[config.mk]
export PLATFORM = sky130hd
export DESIGN_NAME = spimon_top
export DESIGN_NICKNAME = d
export VERILOG_FILES = /design/src/rtl/spimon_pkg.sv /design/src/rtl/spimon_sync.sv /design/src/rtl/spimon_deser.sv /design/src/rtl/spimon_trig.sv /design/src/rtl/spimon_top.sv
export SDC_FILE = /design/constraint.sdc
export NUM_CORES = 1
export LEC_CHECK = 0
export CAP_MARGIN = 10
export CORE_MARGIN = 2
export CORE_UTILIZATION = 55
export DETAILED_ROUTE_END_ITERATION = 16
export HOLD_SLACK_MARGIN = 0.12
export PLACE_DENSITY_LB_ADDON = 0.05
export SLEW_MARGIN = 10
export SYNTH_ARGS = -nofsm -noshare
export SYNTH_HDL_FRONTEND = slang
export SYNTH_SLANG_ARGS = --single-unit
[constraint.sdc]
create_clock -name clk -period 6.2 [get_ports clk]
set_clock_uncertainty 0.15 [all_clocks]
set_input_delay 1.86 -clock clk [delete_from_list [all_inputs] [get_ports clk]]
set_output_delay 1.86 -clock clk [all_outputs]
set_load 0.05 [all_outputs]
[src/rtl/spimon_pkg.sv]
// Shared types for the SPI bus monitor.
package spimon_pkg;
    typedef enum logic [1:0] {
        TRIG_NOW     = 2'd0,
        TRIG_SEL_ON  = 2'd1,
        TRIG_SEL_OFF = 2'd2,
        TRIG_MATCH   = 2'd3
    } trig_mode_e;

    typedef struct packed {
        logic [7:0] mosi;
        logic [7:0] miso;
    } byte_pair_t;
endpackage

[src/rtl/spimon_sync.sv]
// Two-flop synchroniser for a bundle of asynchronous lines.
// Assumes each line is an independent level; no bus coherence is implied.
module spimon_sync #(
    parameter int W = 4
) (
    input  logic         clk,
    input  logic         rst_n,
    input  logic [W-1:0] d_in,
    output logic [W-1:0] d_out
);
    logic [W-1:0] stage1;

    // Two register stages per line to settle metastability.
    always_ff @(posedge clk) begin
        if (!rst_n) begin
            stage1 <= '0;
            d_out  <= '0;
        end else begin
            stage1 <= d_in;
            d_out  <= stage1;
        end
    end
endmodule

[src/rtl/spimon_deser.sv]
// Edge detection and byte assembly for both data lines.
// Assumes synchronised inputs and configuration that is stable during a frame.
// Edge and select events are suppressed for three cycles after reset,
// until the synchroniser holds real line values.
module spimon_deser
    import spimon_pkg::*;
#(
    parameter int TS_W = 32
) (
    input  logic            clk,
    input  logic            rst_n,
    input  logic            sclk_s,
    input  logic            mosi_s,
    input  logic            miso_s,
    input  logic            cs_s,
    input  logic            cpol,
    input  logic            cpha,
    input  logic            lsb_first,
    input  logic            sel_high,
    output logic            rec_v,
    output byte_pair_t      rec,
    output logic [TS_W-1:0] rec_ts,
    output logic            sel_on_evt,
    output logic            sel_off_evt,
    output logic            frag_err,
    output logic            sel_act
);
    logic [1:0]      warm_cnt;
    logic            warm;
    logic            sclk_q, sel_q;
    logic            rise, fall, samp;
    logic [2:0]      bit_cnt;
    logic [7:0]      sh_mo, sh_mi, nxt_mo, nxt_mi;
    logic [TS_W-1:0] ts;

    assign warm    = (warm_cnt == 2'd3);
    assign sel_act = sel_high ? cs_s : ~cs_s;
    assign rise    = sclk_s & ~sclk_q;
    assign fall    = ~sclk_s & sclk_q;
    // Modes 1 and 2 sample on the falling edge, modes 0 and 3 on the rising edge.
    assign samp    = ((cpol ^ cpha) ? fall : rise) & sel_act & warm;
    assign nxt_mo  = lsb_first ? {mosi_s, sh_mo[7:1]} : {sh_mo[6:0], mosi_s};
    assign nxt_mi  = lsb_first ? {miso_s, sh_mi[7:1]} : {sh_mi[6:0], miso_s};

    // Warm-up counter and previous-value registers for edge detection.
    always_ff @(posedge clk) begin
        if (!rst_n) begin
            warm_cnt <= 2'd0;
            sclk_q   <= 1'b0;
            sel_q    <= 1'b0;
            ts       <= '0;
        end else begin
            if (!warm) warm_cnt <= warm_cnt + 2'd1;
            sclk_q <= sclk_s;
            sel_q  <= sel_act;
            ts     <= ts + 1'b1;
        end
    end

    // Bit counter and shift registers; cleared whenever select is inactive.
    always_ff @(posedge clk) begin
        if (!rst_n) begin
            bit_cnt <= 3'd0;
            sh_mo   <= 8'd0;
            sh_mi   <= 8'd0;
        end else if (!sel_act) begin
            bit_cnt <= 3'd0;
        end else if (samp) begin
            bit_cnt <= bit_cnt + 3'd1;
            sh_mo   <= nxt_mo;
            sh_mi   <= nxt_mi;
        end
    end

    // Record and event pulses, registered once.
    always_ff @(posedge clk) begin
        if (!rst_n) begin
            rec_v       <= 1'b0;
            rec         <= '0;
            rec_ts      <= '0;
            sel_on_evt  <= 1'b0;
            sel_off_evt <= 1'b0;
            frag_err    <= 1'b0;
        end else begin
            rec_v       <= samp && (bit_cnt == 3'd7);
            if (samp && (bit_cnt == 3'd7)) begin
                rec.mosi <= nxt_mo;
                rec.miso <= nxt_mi;
                rec_ts   <= ts;
            end
            sel_on_evt  <= warm & sel_act & ~sel_q;
            sel_off_evt <= warm & ~sel_act & sel_q;
            frag_err    <= warm & ~sel_act & sel_q & (bit_cnt != 3'd0);
        end
    end
endmodule

[src/rtl/spimon_trig.sv]
// Trigger decision and pre-trigger history ring.
// Before the trigger fires, the ring keeps the newest DEPTH records and overwrites the oldest.
// After it fires, the ring drains one record per cycle.
// Assumes records arrive far less often than once per cycle, so the ring never overflows while draining.
module spimon_trig
    import spimon_pkg::*;
#(
    parameter int TS_W  = 32,
    parameter int DEPTH = 4
) (
    input  logic                           clk,
    input  logic                           rst_n,
    input  logic [1:0]                     mode,
    input  logic [7:0]                     pattern,
    input  logic                           in_v,
    input  byte_pair_t                     in_rec,
    input  logic [TS_W-1:0]                in_ts,
    input  logic                           sel_on_evt,
    input  logic                           sel_off_evt,
    output logic                           out_v,
    output byte_pair_t                     out_rec,
    output logic [TS_W-1:0]                out_ts,
    output logic                           triggered,
    output logic [$clog2(DEPTH+1)-1:0]     hist_cnt
);
    localparam int PW = (DEPTH > 1) ? $clog2(DEPTH) : 1;
    localparam int CW = $clog2(DEPTH + 1);

    byte_pair_t      pair_mem [DEPTH];
    logic [TS_W-1:0] ts_mem   [DEPTH];
    logic [PW-1:0]   wr_ptr, rd_ptr;
    logic            fire, pop, drop;

    function automatic logic [PW-1:0] ptr_next(input logic [PW-1:0] p);
        return (p == PW'(DEPTH - 1)) ? '0 : p + 1'b1;
    endfunction

    // Trigger condition selected by mode.
    always_comb begin
        case (trig_mode_e'(mode))
            TRIG_NOW:     fire = 1'b1;
            TRIG_SEL_ON:  fire = sel_on_evt;
            TRIG_SEL_OFF: fire = sel_off_evt;
            default:      fire = in_v && (in_rec.mosi == pattern);
        endcase
    end

    assign pop  = triggered && (hist_cnt != '0);
    assign drop = !triggered && in_v && (hist_cnt == CW'(DEPTH));

    // Sticky trigger flag.
    always_ff @(posedge clk) begin
        if (!rst_n) triggered <= 1'b0;
        else        triggered <= triggered | fire;
    end

    // Ring storage writes.
    always_ff @(posedge clk) begin
        if (in_v) begin
            pair_mem[wr_ptr] <= in_rec;
            ts_mem[wr_ptr]   <= in_ts;
        end
    end

    // Ring pointers, occupancy and registered output.
    always_ff @(posedge clk) begin
        if (!rst_n) begin
            wr_ptr   <= '0;
            rd_ptr   <= '0;
            hist_cnt <= '0;
            out_v    <= 1'b0;
            out_rec  <= '0;
            out_ts   <= '0;
        end else begin
            if (in_v) wr_ptr <= ptr_next(wr_ptr);
            if (pop || drop) rd_ptr <= ptr_next(rd_ptr);
            hist_cnt <= hist_cnt + CW'(in_v) - CW'(pop || drop);
            out_v <= pop;
            if (pop) begin
                out_rec <= pair_mem[rd_ptr];
                out_ts  <= ts_mem[rd_ptr];
            end
        end
    end
endmodule

[src/rtl/spimon_top.sv]
// Passive SPI bus monitor: synchronise, decode, trigger, emit records.
// Assumes the system clock runs at least four times the serial clock rate.
module spimon_top
    import spimon_pkg::*;
#(
    parameter int TS_W       = 32,
    parameter int HIST_DEPTH = 4
) (
    input  logic            clk,
    input  logic            rst_n,
    input  logic            spi_sclk,
    input  logic            spi_mosi,
    input  logic            spi_miso,
    input  logic            spi_cs,
    input  logic            cfg_cpol,
    input  logic            cfg_cpha,
    input  logic            cfg_lsb_first,
    input  logic            cfg_sel_high,
    input  logic [1:0]      cfg_trig_mode,
    input  logic [7:0]      cfg_pattern,
    output logic            rec_valid,
    output logic [7:0]      rec_mosi,
    output logic [7:0]      rec_miso,
    output logic [TS_W-1:0] rec_time,
    output logic            frag_err,
    output logic            triggered
);
    localparam int CW = $clog2(HIST_DEPTH + 1);

    logic [3:0]      lines_s;
    logic            dec_v, sel_on_evt, sel_off_evt, sel_active;
    byte_pair_t      dec_rec, out_rec;
    logic [TS_W-1:0] dec_ts;
    logic [CW-1:0]   hist_cnt;

    spimon_sync #(.W(4)) u_sync (
        .clk   (clk),
        .rst_n (rst_n),
        .d_in  ({spi_cs, spi_miso, spi_mosi, spi_sclk}),
        .d_out (lines_s)
    );

    spimon_deser #(.TS_W(TS_W)) u_deser (
        .clk         (clk),
        .rst_n       (rst_n),
        .sclk_s      (lines_s[0]),
        .mosi_s      (lines_s[1]),
        .miso_s      (lines_s[2]),
        .cs_s        (lines_s[3]),
        .cpol        (cfg_cpol),
        .cpha        (cfg_cpha),
        .lsb_first   (cfg_lsb_first),
        .sel_high    (cfg_sel_high),
        .rec_v       (dec_v),
        .rec         (dec_rec),
        .rec_ts      (dec_ts),
        .sel_on_evt  (sel_on_evt),
        .sel_off_evt (sel_off_evt),
        .frag_err    (frag_err),
        .sel_act     (sel_active)
    );

    spimon_trig #(.TS_W(TS_W), .DEPTH(HIST_DEPTH)) u_trig (
        .clk         (clk),
        .rst_n       (rst_n),
        .mode        (cfg_trig_mode),
        .pattern     (cfg_pattern),
        .in_v        (dec_v),
        .in_rec      (dec_rec),
        .in_ts       (dec_ts),
        .sel_on_evt  (sel_on_evt),
        .sel_off_evt (sel_off_evt),
        .out_v       (rec_valid),
        .out_rec     (out_rec),
        .out_ts      (rec_time),
        .triggered   (triggered),
        .hist_cnt    (hist_cnt)
    );

    assign rec_mosi = out_rec.mosi;
    assign rec_miso = out_rec.miso;
endmodule

==> summary.md, run 1 <==
| Metric | Value |
|---|---|
| Async set-reset flop share out of synthesis | `0%` |
| Least-Margin Pin Slew | `1110 ps` |
| Final Max Slew Viols | `0` |
| Area of the multi-input gates | `4290 sq um` |
| Seq/Total Area, Yosys | `66.7%` |
| Hold crit path type | `flop to flop` |
| Final GP Congestion | `0.766` |
| Most common cell in the netlist | `edfxtp_1` |
| CTS tree | `yes` |
| Hold Vio Cnt, Final | `0` |
| RSZ-0062 raised after global routing | `false` |
| Via count | `7972` |
| Area leader, netlist | `edfxtp_1` |
| Post-synth top flop | `edfxtp_1` |
| Clock transition at path regs | `60 ps` |
| Die Width | `162 um` |
| Critical Path Fanout Max | `34` |
| Fmax | `243 MHz` |
| Layout Utilization | `65.5%` |
| Root Buffer | `clkbuf_16` |
| Hold Buf Count CTS | `0` |
| Hold Crit Depth | `1` |
| WL final | `25400 um` |
| Final hold slack | `282 ps` |
| Longest Clk Path Bufs | `3` |
| WP data arrival | `4360 ps` |
| Mean post-synth cell area | `13.4 sq um` |
| Worst r2r path cells | `5` |
| Synth area leaders | `edfxtp_1, dfxtp_1, mux4_2` |
| Pre-CTS WS | `1560 ps` |
| Port bufs | `70` |
| Post-Place Cells | `1369` |
| Die Ht | `162 um` |
| Reg2reg setup slack | `3190 ps` |
| Synth Register Bits | `364` |
| Vias in the first global route | `7684` |
| Site row count | `57` |
| Fill cells | `1810` |
| Starting Density | `56.4%` |
| Library cells used by synthesis | `42` |
| GRT Resource Usage Total | `19.8%` |
| Leakage power | `4.82 nW` |
| Peak VDD IR | `226 uV` |
| Proportion of layout cells with a drive suffix above 1 | `12.5%` |
| Worst-Skew Late Latency | `520 ps` |
| Yosys top cell area share | `41.8%` |
| Final setup fails | `0` |
| Synth Instances | `1029` |
| Initial antenna violation count | `0` |
| CTS HTree Levels | `2` |
| WL per Instance | `17.7 um` |
| CP Capture Type | `flop` |
| Worst Path Required | `6440 ps` |
| Crit path time final | `4110 ps` |
| ANT nets after route | `0` |
| Final Net Count | `1118` |
| P per Cell Area | `332 nW/um^2` |
| Setup TNS | `0 ps` |
| Post-CTS setup repair buffer count | `0` |
| Final HPWL DP | `14500 um` |
| TritonCTS buffer count | `38` |
| CTS resizes | `0` |
| Yosys warning total | `0` |
| Final Worst Setup Slack | `2090 ps` |
| 1st-pass router iterations | `5` |
| CP startpoint | `cfg_cpha` |
| Worst R2R Start | `u_deser.bit_cnt[0]` |
| Status | `finished clean` |
| Synth-to-Final Area Change | `16.1%` |
| DRC errors left | `0` |
| CP Capture Point | `u_deser.rec_ts[4]` |
| Remaining Overflow, GRT | `0` |
| Syn Nets | `1062` |
| # diodes | `0` |
| DRT iter0 DRCs | `579` |
| Reg area | `9210 sq um` |
| Post-synth top cells | `edfxtp_1, nand2_1, dfxtp_1` |
| Die area | `26400 sq um` |
| DR vias/cell | `5.54` |
| First-pass GRT wire length | `41500 um` |
| Crit Path Category | `primary input to flop` |
| CTS Sinks | `364` |
| R2r endpoint | `u_deser.rec_ts[4]` |
| Post-synth EDFFs | `192` |
| Max-slew headroom | `26.0%` |
| Largest net degree at the start of global routing | `92` |
| Fin cells | `1439` |
| Startpoint Class | `primary input` |
| MaxCap Viol Count | `0` |
| Final worst-path cycle share | `66.4%` |
| IO Pins | `71` |
| Placeable Area | `24500 sq um` |
| Post-Syn Area | `13800 sq um` |
[routing by layer]
layer	part of all wire, %	vias up	global-route usage [%]
met5	0	-	0
met4	1.5	0	4.87
met3	4.0	39	3.34
met2	47	138	31.4
met1	48	3912	29.0
li1	-	3883	-
[worst min path at each step]
stage                startpoint                 end  slack, ps
2_1_floorplan     u_deser.sel_q  u_deser.sel_on_evt        250
3_3_place_gp   u_sync.stage1[0]     u_sync.d_out[0]        260
3_5_place_dp      u_deser.sel_q  u_deser.sel_on_evt        270
4_1_cts        u_sync.stage1[2]     u_sync.d_out[2]        290
5_1_grt        u_sync.stage1[0]     u_sync.d_out[0]        290
6_report       u_sync.stage1[0]     u_sync.d_out[0]        280
[cells in the final DEF, fill, tap and decap left out, types with 10 or more instances in the layout]
| master | count |
|---|---|
| edfxtp_1 | 192 |
| nand2_1 | 176 |
| dfxtp_1 | 170 |
| a21oi_1 | 76 |
| clkdlybuf4s50_1 | 69 |
| mux2i_1 | 61 |
| mux4_2 | 48 |
| clkbuf_16 | 41 |
| nor2_1 | 27 |
| xnor2_1 | 21 |
| nand3_1 | 18 |
| inv_1 | 15 |
| a211oi_1 | 14 |
| a31oi_1 | 14 |
| a311oi_1 | 14 |
| nor3_1 | 13 |
| and2_1 | 12 |
| ha_1 | 12 |
| buf_4 | 12 |
| nand2b_1 | 10 |
| clkinv_2 | 10 |
| nor4_1 | 10 |
[cells by family (layout without fill, tap and decap cells)]
kind of cell,count (synthesis),in the layout,share of synthesized area (%)
flip-flops,364,364,66.7
AND/OR/NAND/NOR,300,300,9.83
AO/OA/AOI/OAI,130,130,5.62
multiplexers,113,113,12.6
buffers and inverters,82,168,2.35
XOR/XNOR,27,27,1.71
adder cells (fa/ha/maj),13,13,1.23
[critical path, cell delays in order]
cell and delay, ps:
clkdlybuf4s50_1 410, xnor2_1 290, mux2i_2 240, buf_4 350, nand3_2 530, buf_4 480, mux2i_1 150
[metrics by stage]
stage / power [W] / area [sq um]
2_1_floorplan: 0.00297 / 13800
3_3_place_gp: 0.00311 / 14800
3_5_place_dp: 0.00311 / 14800
4_1_cts: 0.00538 / 16000
5_1_grt: 0.00551 / 16000
6_report: 0.00532 / 16000
[area by class of cell]
cell class	count	area share, %
inverter	16	0.383
tap	324	2.53
clock inverter	21	1.18
timing repair buffer	82	4.90
clock buffer	49	6.71
multi-input combinational	583	26.8
sequential	364	57.5
[flip-flops by register name, summed over array words and instances (netlist names), 3 cells and up]
| register | cells |
|---|---|
| u_deser.rec | 16 |
| u_sync.d_out | 4 |
| u_trig.ts_mem | 128 |
| u_sync.stage1 | 4 |
| u_deser.rec_ts | 32 |
| u_trig.out_rec | 16 |
| u_trig.hist_cnt | 3 |
| u_deser.sh_mi | 8 |
| u_deser.sh_mo | 8 |
| u_deser.ts | 32 |
| u_deser.bit_cnt | 3 |
| u_trig.pair_mem | 64 |
| u_trig.out_ts | 32 |
[power by group]
group / internal, W / total (W) / switching (W)
Combinational: 0.000155 / 0.000445 / 0.000291
Sequential: 0.00257 / 0.00261 / 0.0000422
Clock: 0.00136 / 0.00226 / 0.000907
Power figures use the tool's default switching activity.
==> inputs of run 2 (changes only) <==
==> constraint.sdc (replaced) <==
create_clock -name clk -period 4.18 [get_ports clk]
set_clock_uncertainty 0.15 [all_clocks]
set_input_delay 1.254 -clock clk [delete_from_list [all_inputs] [get_ports clk]]
set_output_delay 1.254 -clock clk [all_outputs]
set_load 0.05 [all_outputs]
==> summary.md, run 2 (synthesis results as in run 1) <==
| Metric | Value |
|---|---|
| M1 wire length | `11900 um (-2.2%)` |
| WL per Instance | `17.5 um (-0.94%)` |
| Final setup fails | `0 (unchanged)` |
| First-pass GRT wire length | `41100 um (-0.90%)` |
| Root Buffer | `clkbuf_16` |
| Via count | `8041 (+0.87%)` |
| P per Cell Area | `490 nW/um^2 (+48%)` |
| Hold Vio Cnt, Final | `0 (unchanged)` |
| Crit path time final | `3160 ps` |
| Final HPWL DP | `14800 um (+2.0%)` |
| Starting Density | `56.4% (unchanged)` |
| Startpoint Class | `flop` |
| Hold crit path type | `flop to flop` |
| Most common cell after layout, fill and taps aside | `edfxtp_1` |
| Reg power frac | `49.4% (+0.3 points)` |
| Worst-Skew Late Latency | `510 ps (about the same)` |
| Crit path max-delay family | `buffers and inverters` |
| Vias in the first global route | `7714 (+0.39%)` |
| Buf+Inv Stages, Crit Path | `1 (-2)` |
| Psw | `0.00180 W (+45%)` |
| Worst-path cell chain | `clkdlybuf4s50_1` |
| RSZ-0062 raised after global routing | `false` |
| Fmax | `316 MHz` |
| Status | `finished clean` |
| WP data arrival | `1760 ps (-2600 ps)` |
| Die Ht | `162 um (unchanged)` |
| CTS tree | `yes` |
| Final Max Slew Viols | `0 (unchanged)` |
| Leakage power | `4.86 nW (+0.80%)` |
| # diodes | `0 (unchanged)` |
| Max reg flops | `128 (unchanged)` |
| Switch share | `22.8% (-0.49 points)` |
| Site row count | `57 (unchanged)` |
| Hold Buf Count CTS | `0 (unchanged)` |
| Largest net degree at the start of global routing | `92 (unchanged)` |
| Largest stage delay, worst path | `840 ps (+310 ps)` |
| Layout Utilization | `65.7% (+0.23 points)` |
| Max-slew headroom | `21.7% (-4.3 points)` |
| Wire length on met2 | `12000 um (+1.6%)` |
| Die area | `26400 sq um (unchanged)` |
| Worst Path Required | `2780 ps (-3660 ps)` |
| Final GP Congestion | `0.752 (-1.8%)` |
| Peak VDD IR | `442 uV (+96%)` |
| Highest Signal Layer | `met4` |
| DR vias/cell | `5.56 (+0.38%)` |
| 1st-pass router iterations | `5 (unchanged)` |
| Setup TNS | `0 ps (unchanged)` |
| Crit Path Category | `flop to output port` |
| Critical Path Fanout Max | `5 (-85%)` |
| DRC errors left | `0 (unchanged)` |
| Clock power frac | `42.4% (about the same)` |
| Total power | `0.00787 W (+48%)` |
| Port bufs | `70 (unchanged)` |
| Gate power share | `8.2% (-0.2 points)` |
| TritonCTS buffer count | `38 (unchanged)` |
| IO Pins | `71 (unchanged)` |
| Final worst-path cycle share | `75.7%` |
| Final Net Count | `1125 (+0.63%)` |
| DRT iter0 DRCs | `602 (+4.0%)` |
| Synth-to-Final Area Change | `16.5%` |
| Most frequent cells in the layout | `edfxtp_1, nand2_1, dfxtp_1` |
| CTS Sinks | `364 (unchanged)` |
| Int Power | `0.00608 W (+49%)` |
| Cell at the slowest stage of the critical path | `clkdlybuf4s50_1` |
| CP Capture Type | `output port` |
| Longest Clk Path Bufs | `3 (unchanged)` |
| MaxCap Viol Count | `0 (unchanged)` |
| Biggest register | `u_trig.ts_mem` |
| Remaining Overflow, GRT | `0 (unchanged)` |
| Die Width | `162 um (unchanged)` |
| ANT nets after route | `0 (unchanged)` |
| GRT Resource Usage Total | `19.6% (-0.21 points)` |
| Clock transition at path regs | `50 ps (about the same)` |
| WL final | `25300 um (-0.46%)` |
| Post-CTS setup repair buffer count | `0 (unchanged)` |
| Biggest regs | `u_trig.ts_mem (128), u_trig.pair_mem (64)` |
| Proportion of layout cells with a drive suffix above 1 | `12.9% (+0.46 points)` |
| Least-Margin Pin Slew | `1170 ps (+68.5 ps)` |
| CTS HTree Levels | `2 (unchanged)` |
| WL met3 | `1070 um (+6.7%)` |
| Placeable Area | `24500 sq um (unchanged)` |
| Initial antenna violation count | `0 (unchanged)` |
| CTS resizes | `0 (unchanged)` |
run 2: power groups by stage:
| stage | registers, W | clock network (W) | logic (W) |
|---|---|---|---|
| 6_report | 0.00389 | 0.00334 | 0.000644 |
| 5_1_grt | 0.00391 | 0.00356 | 0.000692 |
| 4_1_cts | 0.00389 | 0.00341 | 0.000651 |
| 3_5_place_dp | 0.00397 | 0 | 0.000650 |
| 3_3_place_gp | 0.00397 | 0 | 0.000641 |
| 2_1_floorplan | 0.00414 | 0 | 0.000264 |
run 2: final cells by class:
type / instances / area, sq um
tap: 324 / 405
multi-input combinational: 583 / 4290
inverter: 16 / 61.3
sequential: 364 / 9210
clock inverter: 13 / 113
timing repair buffer: 89 / 838
clock buffer: 57 / 1160
fill: 1810 / 8380
run 2: stage by stage:
| step | worst slack (ps) | hold WS, ps | instance area (sq um) | instances |
|---|---|---|---|---|
| 4_1_cts | 983 | 288 | 16100 | 1446 |
| 3_3_place_gp | 871 | 267 | 14800 | 1376 |
| 6_report | 1020 | 285 | 16100 | 1446 |
| 5_1_grt | 933 | 299 | 16100 | 1446 |
| 2_1_floorplan | 1240 | 248 | 13800 | 1029 |
| 3_5_place_dp | 842 | 272 | 14800 | 1376 |
run 2: final timing paths:
kind,start,slack [ps],cells past startpoint,end
max,u_trig.triggered,1020,1,triggered
max reg2reg,u_deser.rec_v,1450,11,u_trig.hist_cnt[2]
min reg2reg,u_sync.stage1[0],290,1,u_sync.d_out[0]
min,u_sync.stage1[0],290,1,u_sync.d_out[0]
run 2: layer usage:
layer	GRT usage, %	vias up
met5	0	-
met4	4.06	0
met3	3.46	26
met2	31.5	158
met1	28.5	3957
li1	-	3900
==> inputs of run 3 (changes only) <==
==> constraint.sdc (replaced) <==
create_clock -name clk -period 3.1 [get_ports clk]
set_clock_uncertainty 0.15 [all_clocks]
set_input_delay 0.93 -clock clk [delete_from_list [all_inputs] [get_ports clk]]
set_output_delay 0.93 -clock clk [all_outputs]
set_load 0.05 [all_outputs]
==> summary.md, run 3 (synthesis results as in run 1) <==
| Metric | Value |
|---|---|
| Final Max Slew Viols | `0 (unchanged)` |
| Origin of the worst min-delay path | `u_deser.sel_q` |
| Fmax | `344 MHz` |
| # diodes | `0 (unchanged)` |
| Crit path time final | `2910 ps` |
| Dpl cell area | `15000 sq um (+1.1%)` |
| Final Instance Area | `16200 sq um (+0.73%)` |
| Layout Utilization | `66.2% (+0.48 points)` |
| Proportion of layout cells with a drive suffix above 1 | `13.2% (+0.29 points)` |
| Buf+Inv Stages, Crit Path | `1 (unchanged)` |
| Leakage power | `4.91 nW (+1.0%)` |
| Cell at the slowest stage of the critical path | `clkdlybuf4s50_1` |
| Worst-path cell chain | `clkdlybuf4s50_1` |
| Die Ht | `162 um (unchanged)` |
| Initial antenna violation count | `0 (unchanged)` |
| Largest stage delay, worst path | `860 ps (+20 ps)` |
| Worst r2r path cells | `11 (unchanged)` |
| CTS Sinks | `364 (unchanged)` |
| Clock transition at path regs | `60 ps (about the same)` |
| Hold Crit Depth | `1 (unchanged)` |
| Setup TNS | `0 ps (unchanged)` |
| MaxCap Viol Count | `0 (unchanged)` |
| WL final | `25900 um (+2.1%)` |
| Final GP Congestion | `0.750 (-0.31%)` |
| ANT nets after route | `0 (unchanged)` |
| Most frequent cells in the layout | `edfxtp_1, nand2_1, dfxtp_1` |
| Via count | `8060 (+0.24%)` |
| WL per Instance | `17.8 um (+1.7%)` |
| Hold Buf Count CTS | `0 (unchanged)` |
| Stages on the worst setup path | `1 (unchanged)` |
| Post-Place Cells | `1382 (+0.44%)` |
| GRT Resource Usage Total | `19.9% (+0.32 points)` |
| CTS HTree Levels | `2 (unchanged)` |
| Synth-to-Final Area Change | `17.3%` |
| Post-CTS setup repair buffer count | `0 (unchanged)` |
| Crit Path Category | `flop to output port` |
| Startpoint Class | `flop` |
| Final Net Count | `1131 (+0.53%)` |
| Final setup fails | `0 (unchanged)` |
| Starting Density | `56.4% (unchanged)` |
| Final HPWL DP | `15400 um (+4.2%)` |
| Worst Path Required | `2020 ps (-760 ps)` |
| Worst-Skew Late Latency | `510 ps (about the same)` |
| Root Buffer | `clkbuf_16` |
| 1st-pass router iterations | `5 (unchanged)` |
| Most common cell after layout, fill and taps aside | `edfxtp_1` |
| DR vias/cell | `5.55 (-0.18%)` |
| P per Cell Area | `650 nW/um^2 (+33%)` |
| Critical Path Fanout Max | `5 (unchanged)` |
| Reg2reg setup slack | `540 ps (-910 ps)` |
| CP Capture Type | `output port` |
| Max-slew headroom | `52.3% (+31 points)` |
| Crit path max-delay family | `buffers and inverters` |
| Placeable Area | `24500 sq um (unchanged)` |
| Site row count | `57 (unchanged)` |
| Max reg flops | `128 (unchanged)` |
| R2r endpoint | `u_trig.hist_cnt[2]` |
| CTS resizes | `0 (unchanged)` |
| Die Width | `162 um (unchanged)` |
| DRT iter0 DRCs | `407 (-32%)` |
| Biggest regs | `u_trig.ts_mem (128), u_trig.pair_mem (64)` |
| Worst R2R Start | `u_trig.hist_cnt[1]` |
| Largest net degree at the start of global routing | `92 (unchanged)` |
| DRC errors left | `0 (unchanged)` |
| IO Pins | `71 (unchanged)` |
| Peak VDD IR | `474 uV (+7.2%)` |
| Worst Hold Endpoint | `u_deser.sel_on_evt` |
| RSZ-0062 raised after global routing | `false` |
| Status | `finished clean` |
| Final worst-path cycle share | `93.9%` |
| Hold crit path type | `flop to flop` |
| Fin cells | `1452 (+0.41%)` |
| Hold Vio Cnt, Final | `0 (unchanged)` |
| Total power | `0.0105 W (+34%)` |
| Die area | `26400 sq um (unchanged)` |
| Remaining Overflow, GRT | `0 (unchanged)` |
| Vias in the first global route | `7961 (+3.2%)` |
| WP data arrival | `1830 ps (+70 ps)` |
| Biggest register | `u_trig.ts_mem` |
| TritonCTS buffer count | `38 (unchanged)` |
| Longest Clk Path Bufs | `3 (unchanged)` |
| First-pass GRT wire length | `41600 um (+1.2%)` |
| Port bufs | `70 (unchanged)` |
| CTS tree | `yes` |
| Least-Margin Pin Slew | `716 ps (-458 ps)` |
run 3: worst max-delay path by stage:
stage,startpoint,to,slack (ps)
after detailed placement,cfg_cpol,u_deser.rec[4],170
after CTS,u_trig.triggered,triggered,180
after global placement,cfg_cpha,u_deser.rec[5],200
after global routing,u_trig.triggered,triggered,150
after floorplan,cfg_cpha,u_deser.rec[1],490
final,u_trig.triggered,triggered,190
run 3: cell type report:
| cell class | instances | area, sq um |
|---|---|---|
| Timing Repair Buffer | 95 | 996 |
| Tap cell | 324 | 405 |
| Clock buffer | 55 | 1110 |
| Inverter | 16 | 61.3 |
| Clock inverter | 15 | 120 |
| Sequential cell | 364 | 9210 |
| Fill cell | 1804 | 8260 |
| Multi-Input combinational cell | 583 | 4290 |
run 3: stage by stage:
| stage | setup slack (ps) | hold WS (ps) |
|---|---|---|
| global placement | 203 | 266 |
| global route | 151 | 295 |
| CTS | 179 | 276 |
| detailed placement | 173 | 267 |
| floorplan | 486 | 248 |
| finish | 189 | 278 |
run 3: metal layers:
layer	track usage [%]	part of all wire [%]
met1	28.9	48
met4	4.79	1.5
met5	0	0
met3	2.78	3.7
met2	32.4	47
run 3: report_power, final:
group	total [W]	switching [W]	internal, W
Combinational	0.000914	0.000584	0.000330
Clock	0.00438	0.00173	0.00265
Sequential	0.00523	0.0000940	0.00514
